==> src/rtl/keyed_wdog_pkg.sv <==
package keyed_wdog_pkg;
  localparam int NUM_DIV    = 8;
  localparam int SEL_W      = $clog2(NUM_DIV);
  localparam int PRE_W      = 12;
  localparam int BUSY_TICKS = 2;
  localparam int REG_W      = 8;

  localparam int OFS_CNT = 0;
  localparam int OFS_CSA = 4;
  localparam int OFS_CSB = 8;

  localparam logic [15:0] KEY_CNT = 16'h5A5A;
  localparam logic [23:0] KEY_CTL = 24'hA5A5A5;

  localparam int BIT_EN   = 7;
  localparam int BIT_BUSY = 5;
  localparam int BIT_OVF  = 4;

  typedef struct packed {
    logic             en;
    logic [SEL_W-1:0] sel;
  } ctl_t;

  // log2 of the tick period for each divider select value
  function automatic int div_shift(input int idx);
    case (idx)
      0:       return 0;
      1:       return 2;
      2:       return 4;
      3:       return 5;
      4:       return 6;
      5:       return 7;
      6:       return 10;
      default: return 12;
    endcase
  endfunction
endpackage

==> src/rtl/kwd_prescaler.sv <==
module kwd_prescaler
  import keyed_wdog_pkg::*;
(
  input  logic             clk,
  input  logic             rst_n,
  input  logic             restart,
  input  logic [SEL_W-1:0] sel,
  output logic             tick
);
  logic [PRE_W-1:0]   pre_q;
  logic [NUM_DIV-1:0] taps;

  // free-running count; restarted when divider or enable changes
  always_ff @(posedge clk) begin
    if (!rst_n || restart) pre_q <= '0;
    else                   pre_q <= pre_q + 1'b1;
  end

  for (genvar i = 0; i < NUM_DIV; i++) begin : g_tap
    localparam int SH = div_shift(i);
    if (SH == 0) begin : g_every
      assign taps[i] = 1'b1;
    end else begin : g_mask
      assign taps[i] = &pre_q[SH-1:0];
    end
  end

  assign tick = taps[sel] & ~restart;
endmodule

==> src/rtl/kwd_busy.sv <==
module kwd_busy #(
  parameter int DEPTH = 2
) (
  input  logic clk,
  input  logic rst_n,
  input  logic load,
  input  logic tick,
  output logic busy
);
  localparam int W = $clog2(DEPTH + 1);
  logic [W-1:0] left_q;

  // busy for DEPTH prescaled ticks after an accepted write
  always_ff @(posedge clk) begin
    if (!rst_n)                    left_q <= '0;
    else if (load)                 left_q <= W'(DEPTH);
    else if (tick && left_q != '0) left_q <= left_q - 1'b1;
  end

  assign busy = (left_q != '0);
endmodule

==> src/rtl/kwd_counter.sv <==
module kwd_counter #(
  parameter int CNT_W = 16
) (
  input  logic             clk,
  input  logic             rst_n,
  input  logic             en,
  input  logic             tick,
  input  logic             load,
  input  logic [CNT_W-1:0] load_val,
  output logic [CNT_W-1:0] cnt,
  output logic             ovf_evt,
  output logic             reset_req
);
  localparam logic [CNT_W-1:0] TOP = {CNT_W{1'b1}};
  logic step;

  assign step    = en & tick & ~load;
  assign ovf_evt = step && (cnt == TOP);

  // load has priority over counting; wrap raises a one-cycle request
  always_ff @(posedge clk) begin
    if (!rst_n) begin
      cnt       <= '0;
      reset_req <= 1'b0;
    end else begin
      reset_req <= ovf_evt;
      if (load)      cnt <= load_val;
      else if (step) cnt <= cnt + 1'b1;
    end
  end
endmodule

==> src/rtl/kwd_regfile.sv <==
module kwd_regfile
  import keyed_wdog_pkg::*;
#(
  parameter int ADDR_W = 4,
  parameter int DATA_W = 32,
  parameter int CNT_W  = 16
) (
  input  logic              clk,
  input  logic              por_n,
  input  logic              sys_rst_n,
  input  logic              wr_en,
  input  logic [ADDR_W-1:0] addr,
  input  logic [DATA_W-1:0] wdata,
  input  logic [CNT_W-1:0]  cnt,
  input  logic              busy,
  input  logic              ovf_evt,
  output ctl_t              ctl,
  output logic              ovf,
  output logic              cnt_load,
  output logic [CNT_W-1:0]  cnt_val,
  output logic              acc_wr,
  output logic              restart,
  output logic [DATA_W-1:0] rdata
);
  localparam int KCNT_LSB = DATA_W - 16;
  localparam int KCTL_LSB = DATA_W - 24;

  logic key_cnt_ok, key_ctl_ok;
  logic acc_cnt, acc_csa, acc_csb;
  ctl_t new_ctl;
  logic [REG_W-1:0] csb_q;
  logic [REG_W-1:0] csa_view;

  // per-register keys
  assign key_cnt_ok = (wdata[DATA_W-1:KCNT_LSB] == KEY_CNT);
  assign key_ctl_ok = (wdata[DATA_W-1:KCTL_LSB] == KEY_CTL);
  assign acc_cnt = wr_en && (addr == ADDR_W'(OFS_CNT)) && key_cnt_ok;
  assign acc_csa = wr_en && (addr == ADDR_W'(OFS_CSA)) && key_ctl_ok;
  assign acc_csb = wr_en && (addr == ADDR_W'(OFS_CSB)) && key_ctl_ok;
  assign acc_wr  = acc_cnt | acc_csa | acc_csb;

  assign cnt_load = acc_cnt;
  assign cnt_val  = wdata[CNT_W-1:0];

  assign new_ctl.en  = wdata[BIT_EN];
  assign new_ctl.sel = wdata[SEL_W-1:0];
  assign restart     = acc_csa && (new_ctl != ctl);

  always_ff @(posedge clk) begin
    if (!por_n || !sys_rst_n) begin
      ctl   <= '0;
      csb_q <= '0;
    end else begin
      if (acc_csa) ctl   <= new_ctl;
      if (acc_csb) csb_q <= wdata[REG_W-1:0];
    end
  end

  // sticky flag survives system reset
  always_ff @(posedge clk) begin
    if (!por_n)                         ovf <= 1'b0;
    else if (ovf_evt)                   ovf <= 1'b1;
    else if (acc_csa && !wdata[BIT_OVF]) ovf <= 1'b0;
  end

  always_comb begin
    csa_view              = '0;
    csa_view[SEL_W-1:0]   = ctl.sel;
    csa_view[BIT_OVF]     = ovf;
    csa_view[BIT_BUSY]    = busy;
    csa_view[BIT_EN]      = ctl.en;
  end

  always_comb begin
    rdata = '0;
    case (addr)
      ADDR_W'(OFS_CNT): rdata[CNT_W-1:0] = cnt;
      ADDR_W'(OFS_CSA): rdata[REG_W-1:0] = csa_view;
      ADDR_W'(OFS_CSB): rdata[REG_W-1:0] = csb_q;
      default:          rdata = '0;
    endcase
  end
endmodule

==> src/rtl/keyed_wdog.sv <==
module keyed_wdog
  import keyed_wdog_pkg::*;
#(
  parameter int ADDR_W = 4,
  parameter int DATA_W = 32,
  parameter int CNT_W  = 16
) (
  input  logic              clk,
  input  logic              por_n,
  input  logic              sys_rst_n,
  input  logic              wr_en,
  input  logic [ADDR_W-1:0] addr,
  input  logic [DATA_W-1:0] wdata,
  output logic [DATA_W-1:0] rdata,
  output logic              reset_req
);
  logic             run_n;
  ctl_t             ctl;
  logic             ctrl_en;
  logic             ovf_q;
  logic             cnt_load;
  logic [CNT_W-1:0] cnt_val;
  logic [CNT_W-1:0] cnt_q;
  logic             acc_wr;
  logic             restart;
  logic             tick;
  logic             busy;
  logic             ovf_evt;

  assign run_n   = por_n & sys_rst_n;
  assign ctrl_en = ctl.en;

  kwd_regfile #(.ADDR_W(ADDR_W), .DATA_W(DATA_W), .CNT_W(CNT_W)) regs_i (
    .clk(clk), .por_n(por_n), .sys_rst_n(sys_rst_n), .wr_en(wr_en),
    .addr(addr), .wdata(wdata), .cnt(cnt_q), .busy(busy), .ovf_evt(ovf_evt),
    .ctl(ctl), .ovf(ovf_q), .cnt_load(cnt_load), .cnt_val(cnt_val),
    .acc_wr(acc_wr), .restart(restart), .rdata(rdata)
  );

  kwd_prescaler pre_i (
    .clk(clk), .rst_n(run_n), .restart(restart), .sel(ctl.sel), .tick(tick)
  );

  kwd_busy #(.DEPTH(BUSY_TICKS)) busy_i (
    .clk(clk), .rst_n(run_n), .load(acc_wr), .tick(tick), .busy(busy)
  );

  kwd_counter #(.CNT_W(CNT_W)) cnt_i (
    .clk(clk), .rst_n(run_n), .en(ctrl_en), .tick(tick), .load(cnt_load),
    .load_val(cnt_val), .cnt(cnt_q), .ovf_evt(ovf_evt), .reset_req(reset_req)
  );
endmodule

==> config.mk <==
export PLATFORM = sky130hd
export DESIGN_NAME = keyed_wdog
export DESIGN_NICKNAME = d
export VERILOG_FILES = /design/src/rtl/keyed_wdog_pkg.sv /design/src/rtl/kwd_prescaler.sv /design/src/rtl/kwd_busy.sv /design/src/rtl/kwd_counter.sv /design/src/rtl/kwd_regfile.sv /design/src/rtl/keyed_wdog.sv
export SDC_FILE = /design/constraint.sdc
export NUM_CORES = 1
export LEC_CHECK = 0
export BUFFER_PORTS_ARGS = -buffer_cell sky130_fd_sc_hd__clkbuf_2
export CAP_MARGIN = 30
export CELL_PAD_IN_SITES_DETAIL_PLACEMENT = 1
export CELL_PAD_IN_SITES_GLOBAL_PLACEMENT = 2
export CORE_AREA = 2 2 94 96
export DETAILED_ROUTE_END_ITERATION = 10
export DIE_AREA = 0 0 96 98
export GPL_TIMING_DRIVEN = 1
export PLACE_DENSITY = 0.92
export SLEW_MARGIN = 20
export SYNTH_ARGS = -nofsm -noshare
export SYNTH_HDL_FRONTEND = slang
export SYNTH_SLANG_ARGS = --single-unit
==> constraint.sdc <==
create_clock -name clk -period 4.12 [get_ports clk]
set_input_delay 0.412 -clock clk [delete_from_list [all_inputs] [get_ports clk]]
set_output_delay 0.412 -clock clk [all_outputs]
set_load 0.005 [all_outputs]
Word-level counts from Yosys, hierarchy flattened
Index checks and enable logic that the tools add are counted.
{ "totals": {"register_bits": 44, "input_bits": 40, "output_inout_bits": 33, "elab_cells": 67} }
{ "classes": {"addsub": 3, "order_cmp": 1, "eq_ne": 6, "n_mux": 10, "n_bitwise": 9, "n_reduce_logical": 29} }
{ "op_table": {"columns": ["cell", "count"], "rows": [
  ["2-to-1 mux 16 bit", 2],
  ["equality test 24 bit, second input constant", 1],
  ["case mux 8 bit (3 select lines)", 1],
  ["adder 16 x 1 -> 16 bit, second input constant", 1],
  ["equality test 16 x 15 -> 1 bit, second input constant", 1],
  ["equality test 16 bit, second input constant", 1],
  ["adder 12 x 1 -> 12 bit, second input constant", 1],
  ["AND reduction 12 bit", 1],
  ["logical AND 1 bit", 10],
  ["AND reduction 10 bit", 1],
  ["2-to-1 mux 8 bit", 1],
  ["nonzero test 2 bit", 4],
  ["AND reduction 7 bit", 1],
  ["AND reduction 6 bit", 1],
  ["AND reduction 5 bit", 1],
  ["AND 1 bit", 4],
  ["equality test 4 x 3 -> 1 bit, second input constant", 1],
  ["equality test 4 bit, second input constant", 1],
  ["logical NOT 1 bit", 4],
  ["logical NOT 4 bit", 1],
  ["< comparator 3 x 4 -> 1 bit, second input constant", 1],
  ["2-to-1 mux 2 bit", 2],
  ["!= test 4 bit", 1],
  ["AND reduction 4 bit", 1],
  ["other kinds (8)", 14]
]} }

Logic depth before layout (Yosys ltp)
{ "depth": {"word_depth": 10, "mapped_depth": 11} }

By module
A second synthesis with hierarchy kept.
{ "unflattened": {"hier_cells": 339, "area_unflattened_um2": 2830.2} }
{ "by_module_without_submodules": {"columns": ["module", "n_inst", "cells_per_inst", "area_per_inst_um2", "seq_area_each_um2"], "rows": [
  ["kwd_regfile", 1, 147, 1231.2, 260.2],
  ["kwd_counter", 1, 111, 902.1, 340.3],
  ["kwd_prescaler", 1, 69, 574.3, 240.2],
  ["kwd_busy", 1, 11, 116.4, 40.0],
  ["keyed_wdog", 1, 1, 6.3, 0.0]
]} }

Worst setup path before layout
No wires, ideal clock.
{ "synth_path": {"path_kind": "input to register", "start": "in addr[1]", "end": "reg cnt_i.cnt[0]", "arrival_time_ns": 1.994, "required_ns": 4.034, "path_slack_ns": 2.040, "cell_stages": 7, "path_buffers": 1, "path_cell_list": "or4b_4 -> nor2_1 -> nor4b_4 -> buf_4 -> nor2_1 -> xnor2_1 -> a211oi_1"} }
{ "synth_between": {"elab_chain_len": 9} }
{ "synth_rtl": {"columns": ["element", "line_no", "source"], "rows": [
  ["start: declaration", "keyed_wdog.sv:12", "input logic [ADDR_W-1:0] addr,"],
  ["equality test 4 x 3 -> 1 bit", "kwd_regfile.sv:38", "assign acc_csa = wr_en && (addr == ADDR_W'(OFS_CSA)) && key_ctl_ok;"],
  ["logical AND 1 bit (2 in series)", "kwd_regfile.sv:38", null],
  ["logical AND 1 bit", "kwd_regfile.sv:47", "assign restart = acc_csa && (new_ctl != ctl);"],
  ["NOT 1 bit", "kwd_prescaler.sv:28", "assign tick = taps[sel] & ~restart;"],
  ["AND 1 bit", "kwd_prescaler.sv:28", null],
  ["AND 1 bit (2 in series)", "kwd_counter.sv:17", "assign step = en & tick & ~load;"],
  ["nonzero test 2 bit (no line)", null, null],
  ["end signal: assignment", "kwd_counter.sv:27", "if (load) cnt <= load_val;"],
  ["end signal: assignment", "kwd_counter.sv:28", "else if (step) cnt <= cnt + 1'b1;"],
  ["end: declaration", "kwd_counter.sv:10", "output logic [CNT_W-1:0] cnt,"]
]} }
Several ways; a longest one is shown, not always the timed one.
A chain may end at the register's enable or synchronous reset.

Worst setup path in the final report
{ "layout_path": {"start": "reg pre_i.pre_q[0]", "end": "reg cnt_i.cnt[6]"} }
{ "layout_between": {"elab_chain_len": 7} }
{ "layout_rtl": {"columns": ["element", "line_no", "source"], "rows": [
  ["start: declaration", "kwd_prescaler.sv:10", "logic [PRE_W-1:0] pre_q;"],
  ["start signal: assignment", "kwd_prescaler.sv:16", "else pre_q <= pre_q + 1'b1;"],
  ["AND reduction 12 bit (tied with other cells)", "kwd_prescaler.sv:24", "assign taps[i] = &pre_q[SH-1:0];"],
  ["binary-select mux 1 bit (select 3 bit) (*)", "kwd_prescaler.sv:28", null],
  ["2-to-1 mux 1 bit (not written as such) (*)", "kwd_prescaler.sv:28", null],
  ["AND 1 bit (*)", "kwd_prescaler.sv:28", null],
  ["AND 1 bit (*) (2 in series)", "kwd_counter.sv:17", null],
  ["nonzero test 2 bit (no line) (*)", null, null]
]} }
Mark *: on every way between the ends. The rest lies on a longest branch, timed or not. The select of a mux whose other input is x is not followed.

==> flow_metrics.tcl <==
set metrics [dict create \
    holdWs_ps 349 \
    grt-ovfl-total 0 \
    hold_class "primary input to flop" \
    rsz0062_at_grt "no" \
    rows 34 \
    finalNonFillerCells 476 \
    drv_cap 0 \
    drc 0 \
    max_freq_mhz 384 \
    grt_max_degree 35 \
    drtIter0Drc 82 \
    min_from "wdata[5]" \
    hold-path-endpoint "regs_i.csb_q[5]" \
    drive_gt1_share_pct 22.3 \
    vias 2383 \
    clock_skew_ps 14.4 \
    required_ps 4340 \
    total_power_uw 879 \
    fin_crit_ps 2600 \
    finalSetupViolCount 0 \
    slowest_stage "nor3b_2" \
    start_util_pct 31.9 \
    wl_um 7330 \
    critPathLaunchType "flop" \
    r2r_end "cnt_i.cnt[6]" \
    slew_headroom_pct 42.5 \
    wl_met2_um 3560 \
    cts_tree "built" \
    post_cts_buffers 0 \
    worst_slack_ps 1520 \
    leakage_nw 1.18 \
    grt_pass1_wl_um 11900 \
    first_pass_iters 4 \
    io_buffers 56 \
    fin_area_mm2 0.00314 \
    insertion_delay_ps 310 \
    cts-htree-levels 2 \
    wl_met1_um 3400 \
    endpoint_kind "flop" \
    setup_tns_ps 0 \
    path_delay_family "simple AND/OR/NAND/NOR gates" \
    crit_chain "ha_1 > nand3_1 > inv_1 > ha_1 > mux2i_1 > nand3b_1 > o2111ai_2 > nor3b_2 > mux2_1 > o22ai_1" \
    antennaDiodeCount 0 \
    synth_edf_count 0 \
    slew_viol_final 0 \
    status "finished, final reports clean" \
    fillCellCount 1039 \
    die_w_um 96 \
    dieArea_mm2 0.00941 \
    reg2reg_depth 10 \
    nNetsFinal 412 \
    routedWlPerCell_um 15.4 \
    yosysSeqAreaShare_pct 32.6 \
    synth_area_mm2 0.00270 \
    synth_most_common_cell "nor2_1" \
    root_buffer "clkbuf_8" \
    area_delta_synth_final_pct 16.3 \
    io_pins 73 \
    path_common_cell "ha_1" \
    finalCritPeriodShare_pct 63.2 \
    ctsResizeCount 0 \
    routabilityCongestion 0.801 \
    utilization_pct 37.1 \
    worst_r2r_startpoint "pre_i.pre_q[0]" \
    wl_met3_um 239 \
    synth_top_area_share_pct 32.6 \
    cts_made_buffers 5 \
    max-vdd-ir-drop_mv 0.167 \
    ctsLongestPathBuffers 2 \
    dpl_worst_slack_ps 1310 \
    ys_top_cells_by_area "dfxtp_1 (33%), mux2i_1 (7.8%), nor2_1 (6.4%)" \
    cp_max_fo 11 \
    clkTransAtPathRegs_ps 90 \
    antenna_found_initial 0 \
    core-area_mm2 0.00847 \
    hpwl_um 5510 \
    dominantRegCellSynth "dfxtp_1" \
    dpl_cell_area_mm2 0.00300 \
    synth_cells 317 \
    synth_seq_cells 44 \
    cpPeakStageDelay_ps 430 \
    yosysTopAreaCell "dfxtp_1" \
    crit_type "flop to flop" \
    crit_arrival_ps 2820 \
    die_h_um 98 \
    critPathBufInv 1 \
    pwr_density_cell_mw_per_mm2 280 \
    final-hold-violation-count 0 \
    postSynthAreaPerCell_um2 8.53 \
    synth_async_sr_flop_share_pct 0 \
    dp.cells 469 \
    avgViaCountPerCell 5.01 \
    grt_pass1_vias 2421 \
    synthDistinctLibCells 53 \
    final_antenna_net_count 0 \
    grt_use_total_pct 16.0 \
    hold_depth 3 \
    ys_warn_count 0 \
    synth_common_cells "nor2_1 (46), dfxtp_1 (44), mux2i_1 (21), nand2_1 (21), buf_4 (20)" \
    worst_pin_slew_ps 859 \
    cts_sinks 44 \
    r2r_slack_ps 1520 \
    cts_hold_buffers 0 \
    routed.top_layer "met4" \
]
==> worst max path at each step <==
stage | startpoint | to | slack (ps) | cells after the start
after floorplan | addr[1] | cnt_i.cnt[0] | 2040 | 7
after global placement | addr[1] | busy_i.left_q[1] | 1490 | 7
after global routing | pre_i.pre_q[0] | cnt_i.cnt[6] | 1250 | 10
after CTS | pre_i.pre_q[0] | cnt_i.cnt[6] | 1280 | 10
final | pre_i.pre_q[0] | cnt_i.cnt[6] | 1520 | 10
after detailed placement | pre_i.pre_q[0] | cnt_i.cnt[6] | 1310 | 10
==> worst reg2reg max path: cells and delay by family (launching register included) <==
family	cells	cell delay (ps)
simple gates	3	720
fa+ha+maj	2	380
buf+inv	1	110
mux	2	450
flops	1	370
compound gates	2	500
==> layout make-up <==
| class | instances | area (um2) | area share (%) |
|---|---|---|---|
| sequential | 44 | 881 | 28.0 |
| tap | 108 | 135 | 4.30 |
| multi-input combinational | 243 | 1640 | 52.3 |
| inverter | 16 | 60.1 | 1.91 |
| timing repair buffer | 58 | 295 | 9.39 |
| clock inverter | 2 | 60.1 | 1.91 |
| clock buffer | 5 | 68.8 | 2.19 |
==> layout by cell type, fill, tap and decap left out, types with 6 or more instances in the layout <==
cell type / netlist / final
nand4_1: 7 / 7
o21ai_0: 6 / 6
a21oi_1: 7 / 7
and2_1: 10 / 10
dfxtp_1: 44 / 44
xor2_1: 7 / 7
conb_1: 1 / 16
xnor2_1: 16 / 16
clkbuf_2: 0 / 56
mux2i_1: 21 / 21
nor2_1: 46 / 46
inv_1: 16 / 16
nor3_1: 7 / 7
nand2_1: 21 / 21
nand3_1: 6 / 6
==> power breakdown <==
part | switching, mW | internal (mW)
clock network | 0.157 | 0.239
registers | 0.000729 | 0.426
logic | 0.0343 | 0.0218
==> cells by family (layout without fill, tap and decap cells) <==
family          count (synthesis)  count (layout)  share of synthesized area (%)
compound gates                 43              43                           11.3
xor+xnor                       23              23                           7.45
fa+ha+maj                       4               4                           1.85
buf+inv                        45              81                           9.17
flops                          44              44                           32.6
mux                            23              23                           8.61
other cells                     1              16                          0.139
simple gates                  134             134                           28.9
==> flip-flops by register name (all words and copies together), names as in the netlist <==
name             cells
regs_i.ctl           4
regs_i.ovf           1
regs_i.csb_q         8
busy_i.left_q        2
cnt_i.reset_req      1
pre_i.pre_q         12
cnt_i.cnt           16
==> layer usage <==
metal  GRT usage (%)  up-vias
met3            2.78       10
met1            21.2     1142
met2            26.3       48
met5               0        -
li1                -     1183
met4            4.73        0
Note: power is estimated with default switching activity, not from simulation.
